<file path="config.mk">
export PLATFORM = sky130hd
export DESIGN_NAME = scl_timing_gen
export DESIGN_NICKNAME = d
export VERILOG_FILES = /design/src/rtl/scl_tmg_pkg.sv /design/src/rtl/scl_cfg_regs.sv /design/src/rtl/scl_prescaler.sv /design/src/rtl/scl_phase_fsm.sv /design/src/rtl/scl_timing_gen.sv
export SDC_FILE = /design/constraint.sdc
export NUM_CORES = 1
export LEC_CHECK = 0
export CORE_UTILIZATION = 25
export CTS_BUF_LIST = sky130_fd_sc_hd__clkbuf_8
export CTS_CLUSTER_SIZE = 10
export DETAILED_ROUTE_END_ITERATION = 6
export PLACE_DENSITY = 0.41
export REMOVE_ABC_BUFFERS = 1
export SLEW_MARGIN = 20
export SYNTH_ARGS = -nofsm -noshare
export SYNTH_HDL_FRONTEND = slang
export SYNTH_SLANG_ARGS = --single-unit
</file>
<file path="constraint.sdc">
create_clock -name clk -period 5.7 [get_ports clk]
set_input_delay 1.14 -clock clk [delete_from_list [all_inputs] [get_ports clk]]
set_output_delay 1.14 -clock clk [all_outputs]
set_load 0.005 [all_outputs]
</file>
<file path="src/rtl/scl_tmg_pkg.sv">
package scl_tmg_pkg;
  typedef enum logic [1:0] {
    PH_IDLE = 2'd0,
    PH_LOW  = 2'd1,
    PH_HIGH = 2'd2
  } phase_e;

  localparam logic [1:0] SEL_PSC  = 2'd0;
  localparam logic [1:0] SEL_LOW  = 2'd1;
  localparam logic [1:0] SEL_HIGH = 2'd2;
endpackage

</file>
<file path="src/rtl/scl_cfg_regs.sv">
module scl_cfg_regs #(
  parameter int PSC_W  = 8,
  parameter int WORD_W = 16
) (
  input  logic              clk,
  input  logic              rst,
  input  logic              enable,
  input  logic              cfg_we,
  input  logic [1:0]        cfg_sel,
  input  logic [WORD_W-1:0] cfg_wdata,
  output logic [PSC_W-1:0]  psc_q,
  output logic [WORD_W-1:0] low_q,
  output logic [WORD_W-1:0] high_q
);
  import scl_tmg_pkg::*;

  logic wr_ok;
  assign wr_ok = cfg_we && !enable;

  always_ff @(posedge clk) begin
    if (rst) begin
      psc_q  <= '0;
      low_q  <= '0;
      high_q <= '0;
    end else if (wr_ok) begin
      case (cfg_sel)
        SEL_PSC:  psc_q  <= cfg_wdata[PSC_W-1:0];
        SEL_LOW:  low_q  <= cfg_wdata;
        SEL_HIGH: high_q <= cfg_wdata;
        default:  ;
      endcase
    end
  end
endmodule

</file>
<file path="src/rtl/scl_prescaler.sv">
module scl_prescaler #(
  parameter int PSC_W = 8
) (
  input  logic             clk,
  input  logic             rst,
  input  logic             run,
  input  logic [PSC_W-1:0] div,
  output logic             tick
);
  logic [PSC_W-1:0] cnt_q;

  assign tick = run && (cnt_q == div);

  always_ff @(posedge clk) begin
    if (rst || !run) begin
      cnt_q <= '0;
    end else if (cnt_q == div) begin
      cnt_q <= '0;
    end else begin
      cnt_q <= cnt_q + 1'b1;
    end
  end
endmodule

</file>
<file path="src/rtl/scl_phase_fsm.sv">
module scl_phase_fsm #(
  parameter int WORD_W = 16,
  parameter int OFFSET = 6
) (
  input  logic              clk,
  input  logic              rst,
  input  logic              enable,
  input  logic              start_req,
  input  logic              stop_req,
  input  logic              mcode_done,
  input  logic              hs_mode,
  input  logic              tick,
  input  logic              scl_in,
  input  logic [WORD_W-1:0] low_word,
  input  logic [WORD_W-1:0] high_word,
  output logic              running,
  output logic              scl_out,
  output logic              change_stb,
  output logic              sample_stb,
  output logic              hs_active
);
  import scl_tmg_pkg::*;

  localparam int HALF_W = WORD_W / 2;
  localparam int LEN_W  = $clog2((1 << HALF_W) + OFFSET);

  phase_e           state_q;
  logic [LEN_W-1:0] cnt_q;
  logic [LEN_W-1:0] len_q;
  logic             stop_pend_q;
  logic             hs_q;
  logic             last_tick;
  logic             high_tick;

  function automatic logic [LEN_W-1:0] phase_len(input logic [WORD_W-1:0] w,
                                                 input logic hs);
    logic [HALF_W-1:0] v;
    v = hs ? w[WORD_W-1:HALF_W] : w[HALF_W-1:0];
    return LEN_W'(v) + LEN_W'(OFFSET);
  endfunction

  assign last_tick = (cnt_q == len_q - LEN_W'(1));
  assign high_tick = tick && scl_in;
  assign running   = (state_q != PH_IDLE);
  assign scl_out   = (state_q != PH_LOW);
  assign hs_active = hs_q;

  always_ff @(posedge clk) begin
    if (rst || !enable) begin
      state_q     <= PH_IDLE;
      cnt_q       <= '0;
      len_q       <= '0;
      stop_pend_q <= 1'b0;
      hs_q        <= 1'b0;
      change_stb  <= 1'b0;
      sample_stb  <= 1'b0;
    end else begin
      change_stb <= 1'b0;
      sample_stb <= 1'b0;
      if (stop_req && running) stop_pend_q <= 1'b1;
      if (mcode_done && hs_mode && running) hs_q <= 1'b1;
      case (state_q)
        PH_IDLE: begin
          if (start_req) begin
            state_q     <= PH_LOW;
            cnt_q       <= '0;
            len_q       <= phase_len(low_word, 1'b0);
            change_stb  <= 1'b1;
            stop_pend_q <= 1'b0;
          end
        end
        PH_LOW: begin
          if (tick) begin
            if (last_tick) begin
              state_q <= PH_HIGH;
              cnt_q   <= '0;
              len_q   <= phase_len(high_word, hs_q);
            end else begin
              cnt_q <= cnt_q + 1'b1;
            end
          end
        end
        PH_HIGH: begin
          if (high_tick) begin
            if (cnt_q == (len_q >> 1)) sample_stb <= 1'b1;
            if (last_tick) begin
              cnt_q <= '0;
              if (stop_pend_q || stop_req) begin
                state_q     <= PH_IDLE;
                stop_pend_q <= 1'b0;
                hs_q        <= 1'b0;
              end else begin
                state_q    <= PH_LOW;
                len_q      <= phase_len(low_word, hs_q);
                change_stb <= 1'b1;
              end
            end else begin
              cnt_q <= cnt_q + 1'b1;
            end
          end
        end
        default: state_q <= PH_IDLE;
      endcase
    end
  end
endmodule

</file>
<file path="src/rtl/scl_timing_gen.sv">
module scl_timing_gen #(
  parameter int PSC_W  = 8,
  parameter int WORD_W = 16,
  parameter int OFFSET = 6
) (
  input  logic              clk,
  input  logic              rst,
  input  logic              enable,
  input  logic              cfg_we,
  input  logic [1:0]        cfg_sel,
  input  logic [WORD_W-1:0] cfg_wdata,
  input  logic              hs_mode,
  input  logic              start_req,
  input  logic              stop_req,
  input  logic              mcode_done,
  input  logic              scl_in,
  output logic              scl_out,
  output logic              change_stb,
  output logic              sample_stb,
  output logic              hs_active
);
  logic [PSC_W-1:0]  psc;
  logic [WORD_W-1:0] low_word;
  logic [WORD_W-1:0] high_word;
  logic              running;
  logic              tick;

  scl_cfg_regs #(.PSC_W(PSC_W), .WORD_W(WORD_W)) u_regs (
    .clk       (clk),
    .rst       (rst),
    .enable    (enable),
    .cfg_we    (cfg_we),
    .cfg_sel   (cfg_sel),
    .cfg_wdata (cfg_wdata),
    .psc_q     (psc),
    .low_q     (low_word),
    .high_q    (high_word)
  );

  scl_prescaler #(.PSC_W(PSC_W)) u_psc (
    .clk  (clk),
    .rst  (rst),
    .run  (enable && running),
    .div  (psc),
    .tick (tick)
  );

  scl_phase_fsm #(.WORD_W(WORD_W), .OFFSET(OFFSET)) u_fsm (
    .clk        (clk),
    .rst        (rst),
    .enable     (enable),
    .start_req  (start_req),
    .stop_req   (stop_req),
    .mcode_done (mcode_done),
    .hs_mode    (hs_mode),
    .tick       (tick),
    .scl_in     (scl_in),
    .low_word   (low_word),
    .high_word  (high_word),
    .running    (running),
    .scl_out    (scl_out),
    .change_stb (change_stb),
    .sample_stb (sample_stb),
    .hs_active  (hs_active)
  );
endmodule

</file>
==> Word-level counts from Yosys, hierarchy flattened <==
Cells that the tools add are included.
{ "word_totals": {"regBits": 72, "inputBits": 27, "output_inout_bits": 4, "word_cells": 95} }
{ "op_classes": {"addsub": 6, "n_eq_ne": 14, "mux": 38, "bitwise_logic": 2, "n_reduce_logical": 24} }
{ "ops": {"columns": ["op", "n"], "rows": [
  ["2-to-1 mux 9 bit", 10],
  ["case mux 9 bit (3 select lines)", 2],
  ["adder 8 x 3 -> 9 bit (second input constant)", 3],
  ["2-to-1 mux 1 bit", 16],
  ["2-to-1 mux 8 bit", 2],
  ["2-to-1 mux 2 bit", 5],
  ["inequality test 2 x 1 -> 1 bit (second input constant)", 5],
  ["adder 9 x 1 -> 9 bit (second input constant)", 1],
  ["== test 9 x 8 -> 1 bit", 1],
  ["== test 9 bit", 1],
  ["subtractor 9 x 1 -> 9 bit (second input constant)", 1],
  ["adder 8 x 1 -> 8 bit (second input constant)", 1],
  ["== test 8 bit", 1],
  ["logical AND 1 bit", 7],
  ["AND reduction 7 bit", 1],
  ["case mux 2 bit (3 select lines)", 1],
  ["AND reduction 2 bit", 3],
  ["AND reduction 5 bit", 1],
  ["== test 2 x 1 -> 1 bit (second input constant)", 2],
  ["== test 2 bit (second input constant)", 2],
  ["zero test 2 bit", 2],
  ["inequality test 2 bit (second input constant)", 2],
  ["case mux 1 bit (2 select lines)", 2],
  ["AND reduction 4 bit", 1],
  ["7 further kinds", 11]
]} }

==> Logic depth before layout (Yosys ltp) <==
Gate-level depths: netlist (run 1).
{ "depth": {"depth_word": 7, "mapped_depth": 13, "depth_no_buf": 12} }

==> Cells and area by module <==
From an unflattened synthesis (run 1), not the netlist that was laid out.
{ "unflattened": {"hier_cells": 467, "hier_area_um2": 4326.6} }
{ "by_module_without_submodules": {"columns": ["module", "n_inst", "cells_per_inst", "area_each_um2", "seq_area_each_um2"], "rows": [
  ["scl_phase_fsm", 1, 270, 2197.1, 480.5],
  ["scl_cfg_regs", 1, 150, 1650.3, 800.8],
  ["scl_prescaler", 1, 46, 473.0, 160.2],
  ["scl_timing_gen", 1, 1, 6.3, 0.0]
]} }

==> Worst setup path before layout (run 1) <==
Ideal clock, no wire load.
{ "synth_path": {"path_kind": "reg2reg", "from": "register u_fsm.len_q[2]", "to": "register u_fsm.len_q[8]", "setup_ps": 121, "arrival_ps": 2475, "required_time_ps": 5579, "path_slack_ps": 3103, "path_stages_with_launch": 10, "synth_period_minus_slack_ps": 2597, "cell_sequence": "dfxtp_1 or3_1 buf_6 or3_1 and3_4 nor4_4 a21oi_2 o32ai_2 buf_6 mux2_4"} }
{ "synth_between": {"elab_chain_cells": 4, "elab_cells_between_ends": 5, "cone_classes": "1 x add/sub; 3 x eq/ne; 1 x reduce/logical"} }
{ "synth_rtl": {"columns": ["element", "line", "rtl"], "rows": [
  ["start, declared", "scl_phase_fsm.sv:29", "logic [LEN_W-1:0] len_q;"],
  ["start signal, assigned", "scl_phase_fsm.sv:67", "len_q <= phase_len(low_word, 1'b0);"],
  ["start signal, assigned", "scl_phase_fsm.sv:77", "len_q <= phase_len(high_word, hs_q);"],
  ["start signal, assigned", "scl_phase_fsm.sv:94", "len_q <= phase_len(low_word, hs_q);"],
  ["subtractor 9 x 1 -> 9 bit (*)", "scl_phase_fsm.sv:42", "assign last_tick = (cnt_q == len_q - LEN_W'(1));"],
  ["== test 9 bit (*)", "scl_phase_fsm.sv:42", null],
  ["inequality test 2 x 1 -> 1 bit (no source line)", null, null],
  ["AND reduction 7 bit (no source line) (*)", null, null]
]} }
Mark *: on every way between the ends. The rest lies on a longest branch, timed or not.
A chain may end at the register's enable or synchronous reset.

==> Final worst setup path (run 1) <==
{ "layout_path": {"from": "input port enable", "to": "register u_fsm.len_q[8]"} }
{ "layout_between": {"elab_chain_cells": 5, "elab_cells_between_ends": 8, "cone_classes": "2 x eq/ne; 6 x reduce/logical"} }
{ "layout_rtl": {"columns": ["element", "line", "rtl"], "rows": [
  ["start, declared", "scl_timing_gen.sv:8", "input logic enable,"],
  ["logical AND 1 bit", "scl_timing_gen.sv:43", ".run (enable && running),"],
  ["logical AND 1 bit", "scl_prescaler.sv:12", "assign tick = run && (cnt_q == div);"],
  ["logical AND 1 bit", "scl_phase_fsm.sv:43", "assign high_tick = tick && scl_in;"],
  ["inequality test 2 x 1 -> 1 bit (no source line)", null, null],
  ["AND reduction 7 bit (no source line)", null, null]
]} }
Parallel ways exist; a longest one is shown, timed or not.

==> tab_implementation.tex, run 1 <==
\begin{tabular}{lr}
\hline
Metric & Value \\
\hline
\multicolumn{2}{l}{\textbf{Logic synthesis}} \\
Post-synthesis cell count & 503 \\
Total number of yosys warnings & 0 \\
Mean instance size in the synthesized netlist & 7.79 µm² \\
Flip-flop cell with the highest count after synthesis & dfxtp\_1 \\
Post-synth design cell area & 3920 µm² \\
Register bit count reported by yosys & 72 \\
Unique cell type count in the Yosys netlist & 56 \\
Sequential element share of the synthesized area & 36.8\% \\
Async set-reset flop share out of synthesis & 0\% \\
Number of enable flip-flop cells after synthesis & 0 \\
\multicolumn{2}{l}{\textbf{Global routing}} \\
Maximum number of pins on one net before global-route repair & 43 \\
GRT Residual Overflow & 0 \\
Vias in the first global route & 3315 \\
Number of antenna violations at the first check in global routing & 0 \\
Wire length of the first global-routing pass & 17400 µm \\
Overall global routing resource usage & 13.8\% \\
\multicolumn{2}{l}{\textbf{Run}} \\
Count of max-cap constraint violations & 0 \\
\multicolumn{2}{l}{\textbf{Setup path}} \\
Critical path type & primary input to flop \\
Maximum single-stage delay on the critical path & 0.84 ns \\
Critical path peak fanout & 9 \\
Worst Path Buf+Inv & 2 \\
Worst EP arrival & 3.63 ns \\
Max stage delay cell, worst path & o32ai\_2 \\
Endpoint type of the worst setup path & flop \\
WP depth & 6 \\
Cell-by-cell trace of the critical path & clkdlybuf4s50\_1 -> inv\_1 -> o31ai\_1 -> nand2\_1 -> o32ai\_2 -> mux2\_4 \\
Worst R2R Start & u\_fsm.state\_q[1]\$\_SDFFE\_PP0P\_ \\
Worst endpoint required time & 5.95 ns \\
Register-to-Register Path Depth & 12 \\
Critical path launch point & enable \\
Delay-heaviest family, CP & compound AO/OA/AOI/OAI gates \\
CP Launch Type & primary input \\
\multicolumn{2}{l}{\textbf{Floorplan}} \\
Chip Height & 127 µm \\
Horizontal extent of the die & 127 µm \\
Count of standard-cell rows & 45 \\
Top Ports & 31 \\
Initial core utilization & 25.7\% \\
Die ar. & 16200 µm² \\
Core Box Area & 15300 µm² \\
\multicolumn{2}{l}{\textbf{STA}} \\
Total negative slack & 0 ns \\
Final setup violation count & 0 \\
Maximum clock rate & 296 MHz \\
Slew at the pin with the worst max-slew slack & 0.963 ns \\
RSZ-0062 raised after global routing & no \\
Endpoints failing hold & 0 \\
Clock period minus worst slack & 3.38 ns \\
Worst-case clock skew & 0.00684 ns \\
Max transition margin & 35.8\% \\
Post-Route Hold Slack & 0.456 ns \\
Final worst slack & 2.32 ns \\
Final critical-path share of the clock period & 59.3\% \\
Max-slew violation count & 0 \\
\multicolumn{2}{l}{\textbf{CTS}} \\
Number of hold buffers added after CTS & 0 \\
CTS tree & done \\
Clock slew seen by the registers of the worst setup and hold paths & 0.08 ns \\
Buffers inserted during post-CTS setup optimization & 0 \\
TritonCTS buffer count & 9 \\
Clock sink count & 72 \\
Number of H-tree levels & 3 \\
Clock latency on the worst-skew pair & 0.36 ns \\
Clk root buf & clkbuf\_8 \\
CTS Buffer Depth & 2 \\
Quantity of gates resized following cts & 0 \\
\multicolumn{2}{l}{\textbf{Layout}} \\
Final standard cell area without fillers & 4570 µm² \\
Share of post-route cells with drive strength above 1 & 6.36\% \\
Count of fill cells added during filler insertion & 1665 \\
Antenna diodes & 0 \\
Syn-to-layout area delta & 16.8\% \\
Final core area utilization & 30.0\% \\
Final \#Nets & 551 \\
\multicolumn{2}{l}{\textbf{Power}} \\
Maximum vdd drop & 0.0823 mV \\
Power density over cell area & 236 nW/µm² \\
Static leakage power & 1.50 nW \\
\multicolumn{2}{l}{\textbf{Place}} \\
Hpwl dp & 7580 µm \\
IO buf count & 30 \\
Worst slack at placement & 2.00 ns \\
Routability-driven placement congestion ratio & 0.731 \\
Placed Area & 4370 µm² \\
\multicolumn{2}{l}{\textbf{Hold path}} \\
Hold Crit Start & u\_regs.high\_q[14]\$\_SDFFE\_PP0P\_ \\
Hold-critical path depth & 2 \\
Tightest Hold Check Type & flop to flop \\
\multicolumn{2}{l}{\textbf{Detailed routing}} \\
Number of nets with antenna violations after detailed routing & 0 \\
Number of DRC violations after detailed-routing iteration 0 & 231 \\
Detailed-route wire length per cell & 14.6 µm \\
Final routed DRC violation total & 0 \\
Post-DR vias/cell & 4.80 \\
Routed via count & 3504 \\
Router iterations before antenna repair & 4 \\
Overall routed net length & 10700 µm \\
\multicolumn{2}{l}{\textbf{Status}} \\
Status & complete, no violations \\
\hline
\end{tabular}
## path summary, 6_finish.rpt
kind	slack, ns	end
worst max-delay path	2.32	u_fsm.len_q[8]$_SDFFE_PP0P_
worst min-delay path	0.46	u_regs.high_q[14]$_SDFFE_PP0P_
worst max register to register	2.44	u_fsm.len_q[7]$_SDFFE_PP0P_
worst min register to register	0.46	u_regs.high_q[14]$_SDFFE_PP0P_
## worst register-to-register path, delay by kind of cell, from the launching register on
| family | cells | cell delay, ns |
|---|---|---|
| flops | 1 | 0.34 |
| buf+inv | 1 | 0.11 |
| fa+ha+maj | 2 | 0.81 |
| xor+xnor | 1 | 0.16 |
| mux | 1 | 0.06 |
| simple gates | 4 | 1.02 |
| compound gates | 3 | 0.61 |
## layout make-up
type | count | area [µm²] | area share, %
clock buffer | 9 | 124 | 2.71
clock inverter | 6 | 70.1 | 1.53
inverter | 13 | 48.8 | 1.07
multi-input combinational | 386 | 2300 | 50.4
sequential | 72 | 1440 | 31.5
tap | 211 | 264 | 5.77
timing repair buffer | 33 | 323 | 7.06
## Yosys cell counts (2+ instances only)
cell         n  area [µm²]
nand3_1     19        95.1
a22oi_1     12        90.1
nor4_1       4        25.0
nor2b_1      5        31.3
a211oi_1     2        15.0
o2bb2ai_1    6        52.6
o21ai_0      8        40.0
a22o_1       2        17.5
or2_2        2        12.5
nor3_1      14        70.1
a31oi_1      5        31.3
and3_1       3        18.8
buf_6        2        22.5
nand4_1      4        25.0
clkbuf_1    26        97.6
nand3b_1     2        15.0
buf_2        4        20.0
a21boi_0     4        30.0
a211o_1      2        17.5
ha_1         9         113
a21oi_1     55         275
mux2i_1     13         130
or3_1        7        43.8
nand2b_1     4        25.0
and2_1       2        12.5
o211ai_1     2        15.0
xnor2_1     21         184
nor2_1      17        63.8
nand2_1    120         450
o31a_2       2        20.0
xor2_1      12         105
o22ai_1      3        18.8
a21o_1       3        22.5
nor3b_1      2        15.0
dfxtp_1     72        1440
inv_1       12        45.0
o31ai_1      2        15.0
## cells in the final DEF (no fill, tap or decap), types with 5 or more instances in the layout
| cell type | synthesis | routed |
|---|---|---|
| nand2_1 | 120 | 120 |
| dfxtp_1 | 72 | 72 |
| a21oi_1 | 55 | 55 |
| clkdlybuf4s50_1 | 0 | 30 |
| xnor2_1 | 21 | 21 |
| nand3_1 | 19 | 19 |
| nor2_1 | 17 | 17 |
| nor3_1 | 14 | 14 |
| mux2i_1 | 13 | 13 |
| a22oi_1 | 12 | 12 |
| inv_1 | 12 | 12 |
| xor2_1 | 12 | 12 |
| ha_1 | 9 | 9 |
| clkbuf_8 | 0 | 9 |
| o21ai_0 | 8 | 8 |
| or3_1 | 7 | 7 |
| o2bb2ai_1 | 6 | 6 |
| nor2b_1 | 5 | 5 |
## per-stage QoR
stage / power, mW / instances
after global placement: 0.675 / 715
after global routing: 1.13 / 730
after CTS: 1.10 / 730
after floorplan: 0.616 / 471
after detailed placement: 0.677 / 715
final: 1.08 / 730
## layer usage
layer | global-route usage, % | routed length (µm)
met1 | 18.4 | 5090
met4 | 4.06 | 97
met5 | 0 | 0
met2 | 22.3 | 5130
met3 | 3.31 | 336
## flip-flops by register name, indices dropped and copies added, names as in the netlist
| signal | count |
|---|---|
| u_fsm.cnt_q | 9 |
| u_regs.low_q | 16 |
| u_psc.cnt_q | 8 |
| u_fsm.sample_stb | 1 |
| u_regs.high_q | 16 |
| u_fsm.change_stb | 1 |
| u_regs.psc_q | 8 |
| u_fsm.len_q | 9 |
| u_fsm.state_q | 2 |
| u_fsm.stop_pend_q | 1 |
| u_fsm.hs_active | 1 |
## power breakdown
| group | leakage, nW | total (mW) | switching (mW) | internal (mW) |
|---|---|---|---|---|
| clock network | 0.0879 | 0.413 | 0.211 | 0.202 |
| registers | 0.582 | 0.520 | 0.00876 | 0.512 |
| logic | 0.835 | 0.144 | 0.0843 | 0.0597 |
## cell families (layout without fill, tap and decap cells)
logic type      Yosys count  after routing  synth area share, %
compound gates          118            118                 19.4
xor+xnor                 33             33                 7.38
fa+ha+maj                 9              9                 2.88
buf+inv                  45             61                 4.82
flops                    72             72                 36.8
mux                      14             14                 3.71
simple gates            212            212                 25.0
(Power assumes the default switching activity.)
==> inputs of run 2 (changes only) <==
Settings changed: PLACE_DENSITY 0.41 to 0.42.
Clock period 5.7 ns to 3.07 ns, I/O delays scaled along.
==> tab_implementation.tex, run 2 (same netlist as run 1, synthesis figures left out) <==
\begin{tabular}{lr}
\hline
Metric & Value \\
\hline
\multicolumn{2}{l}{\textbf{Status}} \\
Status & complete, no violations (unchanged) \\
\multicolumn{2}{l}{\textbf{Layout}} \\
Multi-input logic area & 2290 µm² (was 2300 µm²) \\
Antenna diodes & 0 (unchanged) \\
Largest registers & u\_regs.high\_q: 16 flops, u\_regs.low\_q: 16 flops (unchanged) \\
Final \#Nets & 564 (was 551) \\
Count of fill cells added during filler insertion & 1664 (was 1665) \\
Final standard cell area without fillers & 4640 µm² (was 4570 µm²) \\
Share of post-route cells with drive strength above 1 & 8.26\% (was 6.36\%) \\
Storage cell area & 1440 µm² (unchanged) \\
Commonest cells after routing, fill and taps aside & nand2\_1, dfxtp\_1, a21oi\_1, clkdlybuf4s50\_1, xnor2\_1 (unchanged) \\
Syn-to-layout area delta & 18.6\% (was 16.8\%) \\
Most common library cell in the layout ignoring fill and taps & nand2\_1 (unchanged) \\
\multicolumn{2}{l}{\textbf{Global routing}} \\
GRT Residual Overflow & 0 (unchanged) \\
Maximum number of pins on one net before global-route repair & 42 (was 43) \\
Number of antenna violations at the first check in global routing & 0 (unchanged) \\
Overall global routing resource usage & 13.8\% (about the same) \\
Wire length of the first global-routing pass & 17400 µm (about the same) \\
Vias in the first global route & 3388 (was 3315) \\
\multicolumn{2}{l}{\textbf{CTS}} \\
Clock sink count & 72 (unchanged) \\
Number of hold buffers added after CTS & 0 (unchanged) \\
CTS Buffer Depth & 2 (unchanged) \\
Clock slew seen by the registers of the worst setup and hold paths & 0.08 ns (about the same) \\
Buffers inserted during post-CTS setup optimization & 0 (unchanged) \\
CTS tree & done (unchanged) \\
Quantity of gates resized following cts & 0 (unchanged) \\
Number of H-tree levels & 3 (unchanged) \\
Clock latency on the worst-skew pair & 0.37 ns (was 0.36 ns) \\
TritonCTS buffer count & 9 (unchanged) \\
Clk root buf & clkbuf\_8 (unchanged) \\
\multicolumn{2}{l}{\textbf{Floorplan}} \\
Top Ports & 31 (unchanged) \\
Count of standard-cell rows & 45 (unchanged) \\
Chip Height & 127 µm (unchanged) \\
Horizontal extent of the die & 127 µm (unchanged) \\
Core Box Area & 15300 µm² (unchanged) \\
Die ar. & 16200 µm² (unchanged) \\
Initial core utilization & 25.7\% (unchanged) \\
\multicolumn{2}{l}{\textbf{Power}} \\
Maximum vdd drop & 0.177 mV (was 0.0823 mV) \\
Power density over cell area & 415 nW/µm² (was 236 nW/µm²) \\
Post-route total power & 1.93 mW (was 1.08 mW) \\
Static leakage power & 1.57 nW (was 1.50 nW) \\
\multicolumn{2}{l}{\textbf{Detailed routing}} \\
Router iterations before antenna repair & 4 (unchanged) \\
Final routed DRC violation total & 0 (unchanged) \\
Post-DR vias/cell & 4.69 (was 4.80) \\
Number of nets with antenna violations after detailed routing & 0 (unchanged) \\
Detailed-route wire length per cell & 14.1 µm (was 14.6 µm) \\
Number of DRC violations after detailed-routing iteration 0 & 125 (was 231) \\
Routed via count & 3493 (was 3504) \\
Overall routed net length & 10500 µm (was 10700 µm) \\
\multicolumn{2}{l}{\textbf{STA}} \\
Endpoints failing hold & 0 (unchanged) \\
RSZ-0062 raised after global routing & no (unchanged) \\
Maximum clock rate & 367 MHz \\
Max transition margin & 53.2\% (was 35.8\%) \\
Clock period minus worst slack & 2.73 ns \\
Worst-case clock skew & 0.0124 ns (was 0.00684 ns) \\
Final critical-path share of the clock period & 88.9\% \\
Final setup violation count & 0 (unchanged) \\
Slew at the pin with the worst max-slew slack & 0.696 ns (was 0.963 ns) \\
Total negative slack & 0 ns (unchanged) \\
Max-slew violation count & 0 (unchanged) \\
\multicolumn{2}{l}{\textbf{Setup path}} \\
CP Launch Type & flop (was primary input) \\
Endpoint type of the worst setup path & flop (unchanged) \\
Critical path peak fanout & 9 (unchanged) \\
Worst EP arrival & 2.99 ns (was 3.63 ns) \\
Critical path type & flop to flop (was primary input to flop) \\
Worst endpoint required time & 3.33 ns (was 5.95 ns) \\
\multicolumn{2}{l}{\textbf{Place}} \\
Placed Area & 4480 µm² (was 4370 µm²) \\
Hpwl dp & 7710 µm (was 7580 µm) \\
Routability-driven placement congestion ratio & 0.765 (was 0.731) \\
IO buf count & 30 (unchanged) \\
\multicolumn{2}{l}{\textbf{Hold path}} \\
Tightest Hold Check Type & flop to flop (unchanged) \\
\multicolumn{2}{l}{\textbf{Run}} \\
Count of max-cap constraint violations & 0 (unchanged) \\
\hline
\end{tabular}
[run 2: cell count changes in the layout (fill, tap and decap cells not counted), sizes merged]
cell      before  now
clkinvlp       3    2
buf            3   16
bufinv         1    0
clkinv         2    4
inv           13   14
[run 2: final cells by class]
cell class,instances,area share (%)
multi-input combinational,386,49.3
timing repair buffer,46,9.32
inverter,13,1.05
tap,211,5.69
clock buffer,9,2.67
clock inverter,7,0.889
sequential,72,31.0
[run 2: path summary, 6_finish.rpt]
kind	startpoint	to	slack, ns	cells after the start
min	u_regs.high_q[10]$_SDFFE_PP0P_	u_regs.high_q[10]$_SDFFE_PP0P_	0.46	2
min reg2reg	u_regs.high_q[10]$_SDFFE_PP0P_	u_regs.high_q[10]$_SDFFE_PP0P_	0.46	2
max reg2reg	u_fsm.len_q[2]$_SDFFE_PP0P_	u_fsm.len_q[8]$_SDFFE_PP0P_	0.34	9
max	u_fsm.len_q[2]$_SDFFE_PP0P_	u_fsm.len_q[8]$_SDFFE_PP0P_	0.34	9
[run 2: worst max-delay path, cell delays in order (launching register included)]
cell and delay, ns:
dfxtp_1 0.37, or3_1 0.41, buf_4 0.17, o41ai_1 0.33
nand2_1 0.16, nor4_4 0.30, a21oi_2 0.12, o32ai_2 0.30
buf_12 0.18, mux2_4 0.29
[run 2: layer usage]
layer | GRT usage, % | vias up | wire length [µm]
li1 | - | 1793 | -
met1 | 17.4 | 1632 | 5110
met2 | 23.3 | 55 | 4940
met3 | 3.10 | 13 | 306
met4 | 4.48 | 0 | 160
met5 | 0 | - | 0
[run 2: where the power goes]
part	total [mW]	switching, mW	internal, mW
registers	0.963	0.0134	0.950
clock network	0.670	0.384	0.286
logic	0.293	0.162	0.131
total	1.93	0.560	1.37
[run 2: per-stage QoR]
step	setup slack [ns]	util, %	hold slack [ns]	cells
6_report	0.342	30.4	0.460	744
2_1_floorplan	0.179	-	0.430	471
3_3_place_gp	0.327	29.3	0.444	728
3_5_place_dp	0.264	29.3	0.448	728
4_1_cts	0.313	30.4	0.460	744
5_1_grt	0.157	30.4	0.475	744
